<file path="src/rtl/ipi_dm_pkg.sv">
package ipi_dm_pkg;

  typedef enum logic [1:0] {
    SH_NONE   = 2'b00,
    SH_SELF   = 2'b01,
    SH_ALL    = 2'b10,
    SH_OTHERS = 2'b11
  } shorthand_e;

  localparam logic [2:0] DLV_LOWEST  = 3'b001;
  localparam logic [3:0] FMT_FLAT    = 4'hF;
  localparam logic [3:0] FMT_CLUSTER = 4'h0;
  localparam logic [7:0] DEST_BCAST  = 8'hFF;

endpackage

</file>
<file path="src/rtl/ipi_unit_match.sv">
module ipi_unit_match #(
  parameter int UNIT_IDX = 0,
  parameter int IDX_W    = 2
) (
  input  ipi_dm_pkg::shorthand_e shorthand,
  input  logic                   logical,
  input  logic [7:0]             dest,
  input  logic [IDX_W-1:0]       sender,
  input  logic [7:0]             phys_id,
  input  logic [7:0]             log_id,
  input  logic [3:0]             fmt,
  output logic                   hit
);
  import ipi_dm_pkg::*;

  localparam logic [IDX_W-1:0] MY_IDX = IDX_W'(UNIT_IDX);

  logic addressed;
  logic log_hit;

  // logical comparison depends on the unit's format code
  always_comb begin
    case (fmt)
      FMT_FLAT:    log_hit = |(log_id & dest);
      FMT_CLUSTER: log_hit = (log_id[7:4] == dest[7:4]) && |(log_id[3:0] & dest[3:0]);
      default:     log_hit = 1'b0;
    endcase
  end

  assign addressed = logical ? log_hit : ((dest == DEST_BCAST) || (dest == phys_id));

  always_comb begin
    case (shorthand)
      SH_NONE:   hit = addressed;
      SH_SELF:   hit = (sender == MY_IDX);
      SH_ALL:    hit = 1'b1;
      SH_OTHERS: hit = (sender != MY_IDX);
      default:   hit = 1'b0;
    endcase
  end

endmodule

</file>
<file path="src/rtl/ipi_rr_select.sv">
module ipi_rr_select #(
  parameter int N     = 4,
  parameter int IDX_W = 2
) (
  input  logic [N-1:0]     cand,
  input  logic [IDX_W-1:0] prev,
  output logic [N-1:0]     pick,
  output logic [IDX_W-1:0] pick_idx,
  output logic             found
);

  // scan starts one past the previous choice and wraps once around
  always_comb begin
    pick     = '0;
    pick_idx = prev;
    found    = 1'b0;
    for (int off = 1; off <= N; off++) begin
      int idx;
      idx = int'(prev) + off;
      if (idx >= N) idx = idx - N;
      if (!found && cand[IDX_W'(idx)]) begin
        found              = 1'b1;
        pick[IDX_W'(idx)]  = 1'b1;
        pick_idx           = IDX_W'(idx);
      end
    end
  end

endmodule

</file>
<file path="src/rtl/ipi_dest_match.sv">
module ipi_dest_match #(
  parameter int NUM_UNITS = 4,
  parameter int IDX_W     = (NUM_UNITS > 1) ? $clog2(NUM_UNITS) : 1
) (
  input  logic                   clk,
  input  logic                   rst,
  input  logic                   cmd_valid,
  input  logic [1:0]             cmd_shorthand,
  input  logic                   cmd_dest_mode,
  input  logic [2:0]             cmd_dlv_mode,
  input  logic [7:0]             cmd_vector,
  input  logic [7:0]             cmd_dest,
  input  logic [IDX_W-1:0]       sender_idx,
  input  logic [8*NUM_UNITS-1:0] unit_phys_id,
  input  logic [8*NUM_UNITS-1:0] unit_log_id,
  input  logic [4*NUM_UNITS-1:0] unit_fmt,
  input  logic [NUM_UNITS-1:0]   unit_enable,
  output logic                   accept_valid,
  output logic [NUM_UNITS-1:0]   accept_mask,
  output logic [7:0]             accept_vector,
  output logic [2:0]             accept_mode
);
  import ipi_dm_pkg::*;

  localparam logic [IDX_W-1:0] LAST_IDX = IDX_W'(NUM_UNITS - 1);

  shorthand_e           sh;
  logic [NUM_UNITS-1:0] hits;
  logic [NUM_UNITS-1:0] cands;
  logic [NUM_UNITS-1:0] rr_pick;
  logic [IDX_W-1:0]     rr_idx;
  logic                 rr_found;
  logic [IDX_W-1:0]     prev_q;
  logic                 is_lowest;

  assign sh        = shorthand_e'(cmd_shorthand);
  assign is_lowest = (cmd_dlv_mode == DLV_LOWEST);

  for (genvar g = 0; g < NUM_UNITS; g++) begin : g_unit
    ipi_unit_match #(
      .UNIT_IDX (g),
      .IDX_W    (IDX_W)
    ) u_match (
      .shorthand (sh),
      .logical   (cmd_dest_mode),
      .dest      (cmd_dest),
      .sender    (sender_idx),
      .phys_id   (unit_phys_id[8*g +: 8]),
      .log_id    (unit_log_id[8*g +: 8]),
      .fmt       (unit_fmt[4*g +: 4]),
      .hit       (hits[g])
    );
  end

  assign cands = hits & unit_enable;

  ipi_rr_select #(
    .N     (NUM_UNITS),
    .IDX_W (IDX_W)
  ) u_rr (
    .cand     (cands),
    .prev     (prev_q),
    .pick     (rr_pick),
    .pick_idx (rr_idx),
    .found    (rr_found)
  );

  always_ff @(posedge clk) begin
    if (rst) begin
      accept_valid  <= 1'b0;
      accept_mask   <= '0;
      accept_vector <= '0;
      accept_mode   <= '0;
      prev_q        <= LAST_IDX;
    end else begin
      accept_valid <= cmd_valid;
      if (cmd_valid) begin
        accept_mask   <= is_lowest ? rr_pick : hits;
        accept_vector <= cmd_vector;
        accept_mode   <= cmd_dlv_mode;
        if (is_lowest && rr_found) prev_q <= rr_idx;
      end else begin
        accept_mask <= '0;
      end
    end
  end

endmodule

</file>
<file path="config.mk">
export PLATFORM = sky130hd
export DESIGN_NAME = ipi_dest_match
export DESIGN_NICKNAME = d
export VERILOG_FILES = /design/src/rtl/ipi_dm_pkg.sv /design/src/rtl/ipi_unit_match.sv /design/src/rtl/ipi_rr_select.sv /design/src/rtl/ipi_dest_match.sv
export SDC_FILE = /design/constraint.sdc
export NUM_CORES = 1
export LEC_CHECK = 0
export CAP_MARGIN = 20
export CORE_AREA = 5 5 109 60
export DETAILED_ROUTE_END_ITERATION = 8
export DIE_AREA = 0 0 114 65
export PLACE_DENSITY = 0.85
export SLEW_MARGIN = 0
export SYNTH_ARGS = -nofsm -noshare
export SYNTH_HDL_FRONTEND = slang
export SYNTH_SLANG_ARGS = --single-unit
</file>
<file path="constraint.sdc">
create_clock -name clk -period 7.3 [get_ports clk]
set_input_delay 1.46 -clock clk [delete_from_list [all_inputs] [get_ports clk]]
set_output_delay 1.46 -clock clk [all_outputs]
set_load 0.01 [all_outputs]
</file>
# Word level (Yosys, flattened, before mapping)
# Index checks and enable logic that the tools add are counted.
[classes] n_bitwise=13 order_cmp=12 eq_ne=23 n_addsub=8 n_mux=49 reduce_logical=37
[ops] op="bitwise AND 8 bit" count=4
[ops] op="== test 8 bit" count=4
[ops] op="OR reduction 8 bit" count=4
[ops] op="bitwise AND 4 bit" count=5
[ops] op="2-to-1 mux 1 bit" count=20
[ops] op="2-to-1 mux 4 bit" count=5
[ops] op="== test 4 bit" count=4
[ops] op="== test 4 bit (second input constant)" count=4
[ops] op="zero test 4 bit" count=4
[ops] op="< comparator 2 x 4 -> 1 bit (second input constant)" count=4
[ops] op="2-to-1 mux 2 bit" count=8
[ops] op="one-hot mux 1 bit (4 select lines)" count=4
[ops] op="OR reduction 4 bit" count=4
[ops] op="logical AND 1 bit" count=12
[ops] op="OR 4 bit" count=3
[ops] op="greater-or-equal comparator 3 bit (second input constant)" count=3
[ops] op="binary-select mux 1 bit (select 2 bit)" count=4
[ops] op="demux 1 bit (select 2 bit)" count=4
[ops] op="== test 2 bit (second input constant)" count=4
[ops] op="== test 8 bit (second input constant)" count=1
[ops] op="greater-or-equal comparator 2 x 1 -> 1 bit (second input constant)" count=4
[ops] op="one-hot mux 1 bit (2 select lines)" count=4
[ops] op="subtractor 2 x 1 -> 2 bit (second input constant)" count=4
[ops] op="adder 2 x 2 -> 3 bit (second input constant)" count=2
[ops] op="15 further kinds" count=23
[word_totals] wordCells=147 in_bits=111 output_inout_bits=16 regBits=18

# Depth between registers and ports, before layout
[logic_depth] depth_word=22 depth_mapped=10 ltp_nobuf=9

# Hierarchy
# Synthesis repeated with hierarchy kept, for this count alone.
[unflattened] cells_unflattened=264 hier_area_um2=2284.7
[by_module_without_submodules] mod="ipi_dest_match" n_inst=1 cells_each=66 area_each_um2=686.9 seq_area_each_um2=360.3
[by_module_without_submodules] mod="ipi_unit_match at g_unit[1].u_match ..." n_inst=2 cells_each=33 area_each_um2=272.8 seq_area_each_um2=0.0
[by_module_without_submodules] mod="ipi_unit_match at g_unit[0].u_match ..." n_inst=2 cells_each=33 area_each_um2=270.3 seq_area_each_um2=0.0
[by_module_without_submodules] mod="ipi_rr_select" n_inst=1 cells_each=66 area_each_um2=511.7 seq_area_each_um2=0.0

# Worst setup path before layout
# OpenSTA, ideal clock, no wires.
[synth_path] path_kind="input to register" from="in cmd_dest[5]" to="reg accept_mask[3]" arrival_ns=3.479 setup_ns=0.137 slack_ns=3.685 stages=9 path_buffers=0 t_required_ns=7.163 path_cell_list="ha_1 > or4_1 > o211ai_1 > o2111a_2 > nand3_4 > o21a_1 > and3_1 > o211ai_1 > a311oi_2"
[synth_via] elab_chain_len=20 word_cells_on_any_way=67 cone_classes="9 x eq/ne; 32 x mux; 8 x bitwise; 18 x reduce/logical"
[synth_rtl] element="start, declared" line_no="ipi_dest_match.sv:12" text="input logic [7:0] cmd_dest,"
[synth_rtl] element="bitwise AND 8 bit / == test 4 bit (equally long branches)" line_no="ipi_unit_match.sv:24, ipi_unit_match.sv:25"
[synth_rtl] element="OR reduction 8 bit / logical AND 1 bit (equally long branches)" line_no="ipi_unit_match.sv:24, ipi_unit_match.sv:25"
[synth_rtl] element="one-hot mux 1 bit (2 select lines)" line_no="ipi_unit_match.sv:23" text="case (fmt)"
[synth_rtl] element="2-to-1 mux 1 bit" line_no="ipi_unit_match.sv:30" text="assign addressed = logical ? log_hit : ((dest == DEST_BCAST) || (dest == phys_id));"
[synth_rtl] element="one-hot mux 1 bit (4 select lines)" line_no="ipi_unit_match.sv:33" text="case (shorthand)"
[synth_rtl] element="bitwise AND 4 bit" line_no="ipi_dest_match.sv:55" text="assign cands = hits & unit_enable;"
[synth_rtl] element="binary-select mux 1 bit (select 2 bit)" line_no="ipi_rr_select.sv:21" text="if (!found && cand[IDX_W'(idx)]) begin"
[synth_rtl] element="2-to-1 mux 1 bit (not written as such) (2 in series)" line_no="ipi_rr_select.sv:21"
[synth_rtl] element="[... 3 more ...]"
[synth_rtl] element="2-to-1 mux 1 bit" line_no="ipi_rr_select.sv:21"
[synth_rtl] element="zero test 1 bit" line_no="ipi_rr_select.sv:21"
[synth_rtl] element="logical AND 1 bit" line_no="ipi_rr_select.sv:21"
[synth_rtl] element="2-to-1 mux 1 bit" line_no="ipi_rr_select.sv:21"
[synth_rtl] element="zero test 1 bit" line_no="ipi_rr_select.sv:21"
[synth_rtl] element="logical AND 1 bit" line_no="ipi_rr_select.sv:21"
[synth_rtl] element="2-to-1 mux 4 bit" line_no="ipi_rr_select.sv:21"
[synth_rtl] element="2-to-1 mux 4 bit *" line_no="ipi_dest_match.sv:78" text="accept_mask <= is_lowest ? rr_pick : hits;"
[synth_rtl] element="end signal, assigned" line_no="ipi_dest_match.sv:78"
[synth_rtl] element="end, declared" line_no="ipi_dest_match.sv:19" text="output logic [NUM_UNITS-1:0] accept_mask,"
# Every way passes the cells marked *; elsewhere a longest branch is shown, timed or not. The select of a mux whose other input is x is not followed.
# A chain may end at the register's enable or synchronous reset.

# Final worst setup path
[layout_path] from="in cmd_dest[4]" to="reg prev_q[0]"
[layout_via] elab_chain_len=21 word_cells_on_any_way=66 cone_classes="9 x eq/ne; 31 x mux; 5 x bitwise; 21 x reduce/logical"
[layout_rtl] element="bitwise AND 8 bit / == test 4 bit (equally long branches)" line_no="ipi_unit_match.sv:24, ipi_unit_match.sv:25"
[layout_rtl] element="OR reduction 8 bit / logical AND 1 bit (equally long branches)" line_no="ipi_unit_match.sv:24, ipi_unit_match.sv:25"
[layout_rtl] element="one-hot mux 1 bit (2 select lines)" line_no="ipi_unit_match.sv:23"
[layout_rtl] element="2-to-1 mux 1 bit" line_no="ipi_unit_match.sv:30"
[layout_rtl] element="one-hot mux 1 bit (4 select lines)" line_no="ipi_unit_match.sv:33"
[layout_rtl] element="bitwise AND 4 bit *" line_no="ipi_dest_match.sv:55"
[layout_rtl] element="binary-select mux 1 bit (select 2 bit)" line_no="ipi_rr_select.sv:21"
[layout_rtl] element="2-to-1 mux 1 bit (not written as such) (2 in series)" line_no="ipi_rr_select.sv:21"
[layout_rtl] element="[... 4 more ...]"
[layout_rtl] element="zero test 1 bit" line_no="ipi_rr_select.sv:21"
[layout_rtl] element="logical AND 1 bit" line_no="ipi_rr_select.sv:21"
[layout_rtl] element="2-to-1 mux 1 bit" line_no="ipi_rr_select.sv:21"
[layout_rtl] element="zero test 1 bit" line_no="ipi_rr_select.sv:21"
[layout_rtl] element="logical AND 1 bit" line_no="ipi_rr_select.sv:21"
[layout_rtl] element="2-to-1 mux 1 bit" line_no="ipi_rr_select.sv:21"
[layout_rtl] element="logical AND 1 bit" line_no="ipi_dest_match.sv:81" text="if (is_lowest && rr_found) prev_q <= rr_idx;"
[layout_rtl] element="AND reduction 3 bit (no line)"
[layout_rtl] element="end signal, assigned" line_no="ipi_dest_match.sv:81"
[layout_rtl] element="end, declared" line_no="ipi_dest_match.sv:33" text="logic [IDX_W-1:0] prev_q;"
# Marked as above.

==> run summary <==
Initial antenna violation count = 0
Core Footprint = 0.005630 sq mm
Syn nets = 395
Sink Count = 18
Cell accounting for the most synthesized area = dfxtp_1
# setup viols final = 0
DRT Pass-1 Iters = 5
Total CTS buffers = 3
DR iter-0 viols = 177
Synthesized cell area = 0.002197 sq mm
Die Ht = 65 um
Die Wd = 114 um
Max Fclk = 0.1995 GHz
Main synth FF type = dfxtp_1
FP Rows = 20
Status = finished, final reports clean
CTS Hold Buffers Added = 0
Vias per inst = 5.684
Worst-Margin Slew = 1.048 ns
Syn. warnings = 0
Post-DP HPWL = 7132 um
Lkg Pwr = 0.001271 uW
Share of cells above drive strength 1 = 4.533%
Final min period = 5.013 ns
Antenna fix cells = 0
Post-CTS Setup Inserts = 0
Area growth, synth to finish = 60.25%
Placer congestion estimate = 0.9627
Setup TNS = 0 ns
Final clock skew = 0.003730 ns
PD cells = 101.3 mW/mm^2
First-pass GRT wire length = 12940 um
Crit path max fanout = 11
Largest net degree at the start of global routing = 17
Crit share post-route = 68.66%
Post-layout net count = 512
Total gr overflow = 0
Drt total wl = 8268 um
Vias in the first global route = 2550
Peak supply drop = 0.06458 mV
RSZ-0062 raised after global routing = no
Post-detailed-route wirelength per cell = 18.29 um
Mapped Cells = 260
Initial core utilization = 39.02%
CP required = 7.48 ns
Synth cell count leaders = 33 x xnor2_1, 24 x ha_1, 20 x nand4_1
Sequential area share after synthesis = 16.40%
I/O Buffers = 126
Syn Area/Cell = 8.450 sq um
Synthesized flop and latch total = 18
Final Hold Vio Count = 0
Post-synthesis cell type count = 53
Top-count cell post-synth = xnor2_1
Number of max-slew violations in the final report = 0
Largest cells by area after synthesis = dfxtp_1 16%, ha_1 14%, xnor2_1 13%, mux2i_1 5.9%, nand4_1 5.7%
Total track usage = 21.76%
# DRC = 0
EDFF count, synth = 0
Later-pin clock latency in the skew report = 0.25 ns
Root buf cell = clkbuf_8
MaxCap Viol Count = 0
Max-slew headroom = 30.14%
CTS tree = built
Worst setup EP type = flop
Async set-reset flop share out of synthesis = 0%
Post_cts resized = 0
Worst hold path class = flop to flop
Yosys top cell area share = 16.40%
I/O Pins = 127
DIE AREA = 0.007410 sq mm
CP arrival = 5.19 ns
Crit Path Class = primary input to flop
DRT antenna net count = 0
Total number of vias = 2569
Critical path launch point type = primary input
CTS clk-pin slew, worst paths = 0.06 ns
Pwr Total = 356.8 uW
H-tree depth = 1
Clock buffer depth = 2
[stage by stage]
stage               area [sq um]  worst slack [ns]  util [%]  hold WS, ns  cells
finish                      3521             2.287     62.53       0.4954    452
CTS                         3521             2.323     62.53       0.5020    452
global route                3521             1.982     62.53       0.5431    452
detailed placement          3480             2.073     61.80       0.4861    449
global placement            3480             2.233     61.80       0.4748    449
floorplan                   2197             3.685         -       0.5279    260
[kinds of logic (layout without fill, tap and decap cells)]
family | Yosys count | after routing | share of synthesized area (%)
xor gates and xnor gates | 33 | 33 | 13.16
AOI/OAI and AO/OA | 58 | 58 | 20.84
and+or+nand+nor | 94 | 94 | 25.23
adders and majority gates | 24 | 24 | 13.67
DFF | 18 | 18 | 16.40
buffers and inverters | 19 | 134 | 4.271
muxes | 14 | 14 | 6.435
[report_power, final]
part / total, uW / switching (uW) / internal, uW
sequential: 109 / 4.49 / 104
combinational: 181 / 79.7 / 101
clock: 67.0 / 30.4 / 36.6
total: 357 / 115 / 242
[critical path, cell delays in order]
cell	delay, ns
clkdlybuf4s50_1	0.81
ha_1	0.32
or4_1	0.51
o211ai_1	0.19
and3_1	0.23
nand4_1	0.14
a32oi_1	0.90
o311ai_1	0.22
a21oi_1	0.22
mux2i_1	0.20
[registers in the layout, indices dropped and copies added, names as in the netlist]
register,count
accept_mask,4
accept_mode,3
accept_valid,1
accept_vector,8
prev_q,2
[metal layers]
metal / global-route usage, % / up-vias / routed length [um] / part of all wire [%]
met3: 4.571 / 14 / 691 / 8.4
li1: - / 1240 / - / -
met1: 30.34 / 1195 / 3654 / 44
met4: 3.111 / 0 / 105 / 1.3
met5: 0 / - / 0 / 0
met2: 35.28 / 120 / 3816 / 46
[cells in the final DEF, fill, tap and decap left out, types with 2 or more instances in the layout]
| master | n |
|---|---|
| o21ai_0 | 8 |
| a22oi_1 | 6 |
| nand2_1 | 19 |
| nor2_1 | 17 |
| or4_1 | 5 |
| nor3_1 | 6 |
| dfxtp_1 | 18 |
| nor2b_1 | 4 |
| o2111ai_1 | 6 |
| clkbuf_8 | 3 |
| clkdlybuf4s50_1 | 126 |
| and2_1 | 2 |
| a311oi_2 | 2 |
| xnor2_1 | 33 |
| nor4b_1 | 2 |
| o21a_1 | 3 |
| nor4_1 | 8 |
| a21oi_1 | 4 |
| a21boi_2 | 2 |
| o211ai_1 | 8 |
| inv_1 | 4 |
| ha_1 | 24 |
| and3_1 | 3 |
| mux2i_1 | 13 |
| nand4_1 | 20 |
| a22o_1 | 2 |
| a31oi_1 | 5 |
[layout make-up]
class	instances	area, sq um
Clock buffer	3	41.29
Fill cell	489	2110
Inverter	5	18.77
Multi-Input combinational cell	223	1743
Sequential cell	18	360.3
Tap cell	77	96.34
Timing Repair Buffer	126	1261
[worst paths after layout]
check | start | end | slack, ns | depth (start not counted)
max | cmd_dest[4] | prev_q[0]$_SDFFE_PP1P_ | 2.29 | 10
min | accept_vector[5]$_SDFFE_PP0P_ | accept_vector[5]$_SDFFE_PP0P_ | 0.50 | 2
max reg2reg | prev_q[0]$_SDFFE_PP1P_ | accept_mask[3]$_SDFF_PP0_ | 4.40 | 6
min reg2reg | accept_vector[5]$_SDFFE_PP0P_ | accept_vector[5]$_SDFFE_PP0P_ | 0.50 | 2
(Power assumes the default switching activity.)
